File: src/rtl/acc_alu.sv
module acc_alu #(
  parameter int WIDTH = 8
) (
  input  logic                     clk,
  input  logic                     rst_n,
  input  logic                     op_valid,
  input  logic [3:0]               op,
  input  logic [$clog2(WIDTH)-1:0] bit_sel,
  input  logic [WIDTH-1:0]         w_in,
  input  logic [WIDTH-1:0]         temp_in,
  input  logic                     carry_in,
  output logic [WIDTH-1:0]         w_out,
  output logic                     flag_c,
  output logic                     flag_z,
  output logic                     flag_n
);
  localparam int MSB = WIDTH - 1;

  localparam logic [3:0] OP_CLR  = 4'd0;
  localparam logic [3:0] OP_NOT  = 4'd1;
  localparam logic [3:0] OP_INC  = 4'd2;
  localparam logic [3:0] OP_DEC  = 4'd3;
  localparam logic [3:0] OP_NEG  = 4'd4;
  localparam logic [3:0] OP_SETB = 4'd5;
  localparam logic [3:0] OP_CLRB = 4'd6;
  localparam logic [3:0] OP_ROL  = 4'd7;
  localparam logic [3:0] OP_ROR  = 4'd8;
  localparam logic [3:0] OP_SHL  = 4'd9;
  localparam logic [3:0] OP_SHR  = 4'd10;
  localparam logic [3:0] OP_ADD  = 4'd11;
  localparam logic [3:0] OP_AND  = 4'd12;
  localparam logic [3:0] OP_OR   = 4'd13;
  localparam logic [3:0] OP_XOR  = 4'd14;
  localparam logic [3:0] OP_ADC  = 4'd15;

  logic [WIDTH-1:0] mask, res;
  logic [WIDTH:0]   sum;
  logic             c_nx, bit_op;

  assign mask   = {{(WIDTH-1){1'b0}}, 1'b1} << bit_sel;
  assign bit_op = (op == OP_SETB) || (op == OP_CLRB);
  assign sum    = {1'b0, w_in} + {1'b0, temp_in} + {{WIDTH{1'b0}}, (op == OP_ADC) & carry_in};

  always_comb begin
    res  = w_in;
    c_nx = flag_c;
    unique case (op)
      OP_CLR:  res = '0;
      OP_NOT:  res = ~w_in;
      OP_INC:  begin res = w_in + 1'b1; c_nx = &w_in; end
      OP_DEC:  begin res = w_in - 1'b1; c_nx = ~|w_in; end
      OP_NEG:  begin res = ~w_in + 1'b1; c_nx = |w_in; end
      OP_SETB: res = w_in | mask;
      OP_CLRB: res = w_in & ~mask;
      OP_ROL:  {c_nx, res} = {w_in, carry_in};
      OP_ROR:  {res, c_nx} = {carry_in, w_in};
      OP_SHL:  {c_nx, res} = {w_in, 1'b0};
      OP_SHR:  {res, c_nx} = {1'b0, w_in};
      OP_ADD, OP_ADC: {c_nx, res} = sum;
      OP_AND:  res = w_in & temp_in;
      OP_OR:   res = w_in | temp_in;
      OP_XOR:  res = w_in ^ temp_in;
      default: res = w_in;
    endcase
  end

  always_ff @(posedge clk) begin
    if (!rst_n) begin
      w_out  <= '0;
      flag_c <= 1'b0;
      flag_z <= 1'b0;
      flag_n <= 1'b0;
    end else if (op_valid) begin
      w_out <= res;
      if (!bit_op) begin
        flag_c <= c_nx;
        flag_z <= ~|res;
        flag_n <= res[MSB];
      end
    end
  end
endmodule

File: config.mk
export PLATFORM = sky130hd
export DESIGN_NAME = acc_alu
export DESIGN_NICKNAME = d
export VERILOG_FILES = /design/src/rtl/acc_alu.sv
export SDC_FILE = /design/constraint.sdc
export NUM_CORES = 1
export LEC_CHECK = 0
export ABC_AREA = 1
export BUFFER_PORTS_ARGS = -buffer_cell sky130_fd_sc_hd__buf_2
export CAP_MARGIN = 0
export CORE_ASPECT_RATIO = 1.5
export CORE_UTILIZATION = 30
export CTS_CLUSTER_DIAMETER = 30
export DETAILED_ROUTE_END_ITERATION = 6
export HOLD_SLACK_MARGIN = 0.08
export PLACE_DENSITY = 0.58
export REMOVE_ABC_BUFFERS = 1
export SETUP_SLACK_MARGIN = 0.05
export SLEW_MARGIN = 20
export SYNTH_ARGS = -nofsm -noshare
export SYNTH_HDL_FRONTEND = slang
export SYNTH_SLANG_ARGS = --single-unit
File: constraint.sdc
create_clock -name clk -period 2.1 [get_ports clk]
set_input_delay 0.315 -clock clk [delete_from_list [all_inputs] [get_ports clk]]
set_output_delay 0.315 -clock clk [all_outputs]
set_load 0.005 [all_outputs]
=== Word-level counts from Yosys, hierarchy flattened ===
Index checks and enable logic that the tools add are counted.
W data, S select, Z words.

* Register bits: 11
* Output and inout bits: 11
* Word-level logic and storage cells: 49

* Add/sub/neg operators: 5
* Equal/unequal tests: 15
* Shift-type cells: 1
* Muxes and demuxes: 2
* Bitwise operators: 9
* Reduce and logical (&&, ||, !) cells: 13

{| class="wikitable"
|+ Operator list
! kind !! count
|-
| $pmux W8 S15 || 1
|-
| $eq A4 B4 Y1 const B || 8
|-
| $add A8 B1 Y8 const B || 2
|-
| $and A8 B8 Y8 || 2
|-
| $eq A4 B3 Y1 const B || 4
|-
| $not A8 Y8 || 2
|-
| $or A8 B8 Y8 || 2
|-
| $reduce_or A8 Y1 || 2
|-
| $add A8 B8 Y9 || 1
|-
| $add A9 B1 Y9 || 1
|-
| $eq A4 B2 Y1 const B || 2
|-
| $reduce_and A8 Y1 || 1
|-
| $shl A1 B3 Y8 const A || 1
|-
| $sub A8 B1 Y8 const B || 1
|-
| $xor A8 B8 Y8 || 1
|-
| $pmux W1 S6 || 1
|-
| $reduce_bool A6 Y1 || 1
|-
| $reduce_or A2 Y1 || 3
|-
| $eq A4 B1 Y1 const B || 1
|-
| $logic_not A4 Y1 || 1
|-
| $reduce_and A3 Y1 || 1
|-
| $logic_not A1 Y1 || 2
|-
| $reduce_and A2 Y1 || 1
|-
| $and A1 B1 Y1 || 1
|-
| 2 further kinds || 2
|}

=== Longest topological paths before layout ===
* Depth in word-level cells: 6
* Mapped depth: 17
* Mapped depth without buffers: 17

=== Worst setup path before layout ===
No wires, ideal clock.

* Path kind: input to register
* Start: input w_in[0]
* End: register flag_z
* Arrival time: 2221 ps
* Data required time: 2034 ps
* Setup slack: -187 ps
* Stages: 13
* Buffers on the path: 0
* Cell sequence: clkinv_1 > fa_1 > inv_1 > fa_1 > nand2_1 > nand3_1 > nor2_1 > nand3_1 > nor2_1 > nand3_2 > nor2_2 > nand3_2 > a21oi_2

* Longest elaborated chain between the ends: 5

{| class="wikitable"
|+ RTL lines
! element !! line !! source
|-
| start: declaration || 9 || <nowiki>input logic [WIDTH-1:0] w_in,</nowiki>
|-
| $add A8 B8 Y9 or $not A8 Y8 (tied branches) || 42, 49, 52 ||
|-
| $add A9 B1 Y9 or $add A8 B1 Y8 (tied branches) || 42, 52 ||
|-
| $pmux W8 S15 (*) || 47 || <nowiki>unique case (op)</nowiki>
|-
| $reduce_or A8 Y1 (*) || 77 || <nowiki>flag_z <= ~|res;</nowiki>
|-
| $logic_not A1 Y1 (*) || 77 ||
|-
| end signal: assignment || 77 ||
|-
| end: declaration || 14 || <nowiki>output logic flag_z,</nowiki>
|}

Every way passes the cells marked *; elsewhere a longest branch is shown, timed or not.
A chain may end at the register's enable or synchronous reset.

=== Worst setup path in the final report ===
* Start: input op[1]
* End: register flag_z

* Longest elaborated chain between the ends: 6

{| class="wikitable"
|+ RTL lines
! element !! line !! source
|-
| start: declaration || 7 || <nowiki>input logic [3:0] op,</nowiki>
|-
| $eq A4 B4 Y1 || 42, 47 ||
|-
| $and A1 B1 Y1 || 42 || <nowiki>assign sum = {1'b0, w_in} + {1'b0, temp_in} + {{WIDTH{1'b0}}, (op == OP_ADC) & carry_in};</nowiki>
|-
| $add A9 B1 Y9 || 42 ||
|-
| $pmux W8 S15 || 47 ||
|-
| $reduce_or A8 Y1 || 77 ||
|-
| $logic_not A1 Y1 || 77 ||
|}

Parallel ways exist; a longest one is shown, timed or not.

==> impl_results.md <==
- Main synth FF type: dfxtp_1
- Fill cells: around 800
- Met2 wire length: ~4.2 mm
- Mapped Cells: ~430
- FP Rows: 38
- Routed wire per std cell: 13.4 um
- Aggregate global-route resource usage: 0.222
- DP Area: 2850 um2
- Via Count: 3138
- Syn Area/Cell: 5.16 um2
- Worst Skew: 0 ns
- Initial Utilization: 0.309
- Startpoint Class: input pin
- Setup TNS Final: 0 ns
- Synth unique cells: 35
- Remaining Overflow, GRT: 0
- Final Instance Area: 3080 um2
- Ant. Diodes: 0
- Die W: 72.4 um
- Max Slew Vio Count: 0
- Asr flop ratio synth: 0
- Die area: 7790 um2
- Worst r2r src: flag_n
- Max frequency: 483 MHz
- Placed cell count: 610
- First-pass GRT wire length: 13.6 mm
- Hold wc startpoint: rst_n
- Crit Path Class: in -> reg
- Post-synth top area share: 0.261
- Vias in the first global route: between 2k and 3k
- GP Congestion: 0.947
- Final non-filler cell total: 624
- EDFF count, synth: 0
- Number of buffers added on ports: 37
- Part of the cycle the worst path needs: 0.985
- Routed WL: ~8.3 mm
- Yosys reg bits: 11
- Min Tclk post-route: between 2 and 2.5 ns
- Data required time of the worst path: 2.27 ns
- Layout Utilization: 0.426
- Layout net count: 565
- Clock sink total: 11
- Crit. End Element: flop
- Yosys warns: 0
- Post-synth top area cell: nand2_1
- Syn-to-layout area delta: 38.0%
- Drt drc: 0
- # setup viols final: 0
- Io pins: 38
- Measured slew at the worst slew-check pin: between 0.4 and 0.5 ns
- Drt first pass iters: 5
- Number of routed nets with antenna violations: 0
- Clk_lat worst skew: 0.24 ns
- Max VDD drop: 199 uV
- Max transition margin: 0.673
- Reg-to-reg slack, setup: 1.39 ns
- RSZ-0062 raised after global routing: yes
- Core outline area: 7230 um2
- DRT iter0 DRCs: 173
- Crit path launch: op[1]
- Part of the Yosys area used for sequential elements: 0.0988
- CTS Buf Count: 3
- Largest cells by area after synthesis: nand2_1 26%, nand3_1 12%, nor2_1 10%, dfxtp_1 9.9%, inv_1 8.2%
- Hpwl dp: a little under 7 mm
- Layout cells sized above 1: 0.260
- Crit path max fanout: 2
- Top Metal Used: met4
- Status: finished, final reports clean
- Clock transition at path regs: 0.05 ns
- Fin. Hold Viols: 0
- Met1 wire length: 3.21 mm
- Hold slack: about 0.36 ns
- Met3 wire length: ~420 um
- CTS tree: done
- Die span in y: 108 um
- Worst path arrival time: roughly 2.2 ns
- CTS hold repair buffers: 0
- Root buf cell: clkbuf_8
- Cell Area, Synth: between 2000 and 2500 um2
- Post-DR vias/cell: 5.03
- Largest net degree at the start of global routing: 13
- Hold WC Path Type: in -> reg
- Leak: 1.65 nW
- Bufs on Longest Clock Path: 2
- Max Cap Violations: 0
- H-tree levels: 1
- Antenna violations before repair: 0
- P per Cell Area: 331 nW/um2
## worst max-delay path: stages
cell	delay [ns]
buf_8	0.08
nand2_4	0.05
inv_2	0.05
nand3_2	0.07
fa_2	0.33
inv_2	0.07
fa_2	0.22
nand3_2	0.11
nand2_2	0.10
nand3_2	0.09
a21oi_2	0.16
nor2_1	0.05
nor2_1	0.13
nand2_1	0.09
nor2_1	0.12
nand3_2	0.09
a21oi_2	0.10
## synth_stat cells (all sizes together) (2+ instances only)
cell type / n
nand3: 56
o21ai: 24
nor2: 69
a21oi: 11
nand4: 10
clkinv: 3
nand2: 158
o211ai: 4
dfxtp: 11
xor2: 4
or2: 3
clkbuf: 2
buf: 2
inv: 51
nor3: 3
fa: 2
ha: 11
## stage by stage
step                      total power [mW]  setup slack [ns]
after global routing                  1.11            -0.159
after detailed placement             0.752            -0.360
after CTS                            0.989           -0.0600
final                                 1.02            0.0314
after global placement               0.749            -0.311
after floorplan                      0.526            -0.187
## kinds of logic (layout without fill, tap and decap cells)
logic type,Yosys count,count (layout),share of synthesized area
fa+ha+maj,13,13,0.0797
compound gates,45,45,0.114
buf+inv,58,150,0.105
xor+xnor,4,4,0.0157
flops,11,11,0.0988
simple gates,301,301,0.586
## final timing paths
kind | end | depth (start not counted)
min | w_out[1] | 3
min reg2reg | flag_z | 2
max | flag_z | 17
max reg2reg | flag_n | 4
## per-layer routing
metal | up-vias | track usage
li1 | 1572 | -
met5 | - | 0
met1 | 1387 | 0.237
met2 | 136 | 0.411
met4 | 0 | 0.140
met3 | 43 | 0.0178
## placed cells by master, fill, tap and decap left out, drive strengths merged
cell type  Yosys  layout
a211oi         1       1
a21o           1       1
a21oi         11      11
a22oi          1       1
a32oi          1       1
a41oi          1       1
and2           1       1
buf            2      92
clkbuf         2       4
clkinv         3       1
dfxtp         11      11
fa             2       2
ha            11      11
inv           51      53
nand2        158     158
nand3         56      56
nand3b         1       1
nand4         10      10
nor2          69      69
nor3           3       3
o211ai         4       4
o21ai         24      24
o22ai          1       1
or2            3       3
xor2           4       4
## cell type report
| class | instances | area, um2 | area share |
|---|---|---|---|
| inverters | 54 | 205 | 0.0667 |
| repair buffers | 92 | 634 | 0.206 |
| flip-flops and latches | 11 | 220 | 0.0715 |
| multi-input cells | 363 | 1850 | 0.600 |
| well taps | 100 | 125 | 0.0407 |
| clock buffers | 4 | 45.0 | 0.0146 |
## registers in the layout, summed over array words and instances (netlist names)
register  cells
flag_z        1
flag_c        1
w_out         8
flag_n        1
## repair_timing
action / 4_1_cts / 5_1_grt
resized for setup: 14 / 22
buffers inserted: 7 / 4
setup endpoints to repair: 5 / 10
pin swaps: 15 / 19
hold endpoints to repair: 0 / 0
## power breakdown
part | total [mW] | switching [mW] | internal (mW) | leakage, nW
Sequential | 0.234 | 0.00769 | 0.227 | 0.0910
Combinational | 0.576 | 0.339 | 0.237 | 1.53
Clock | 0.208 | 0.0751 | 0.133 | 0.0228
No activity file was read; power rests on OpenSTA's default activity.
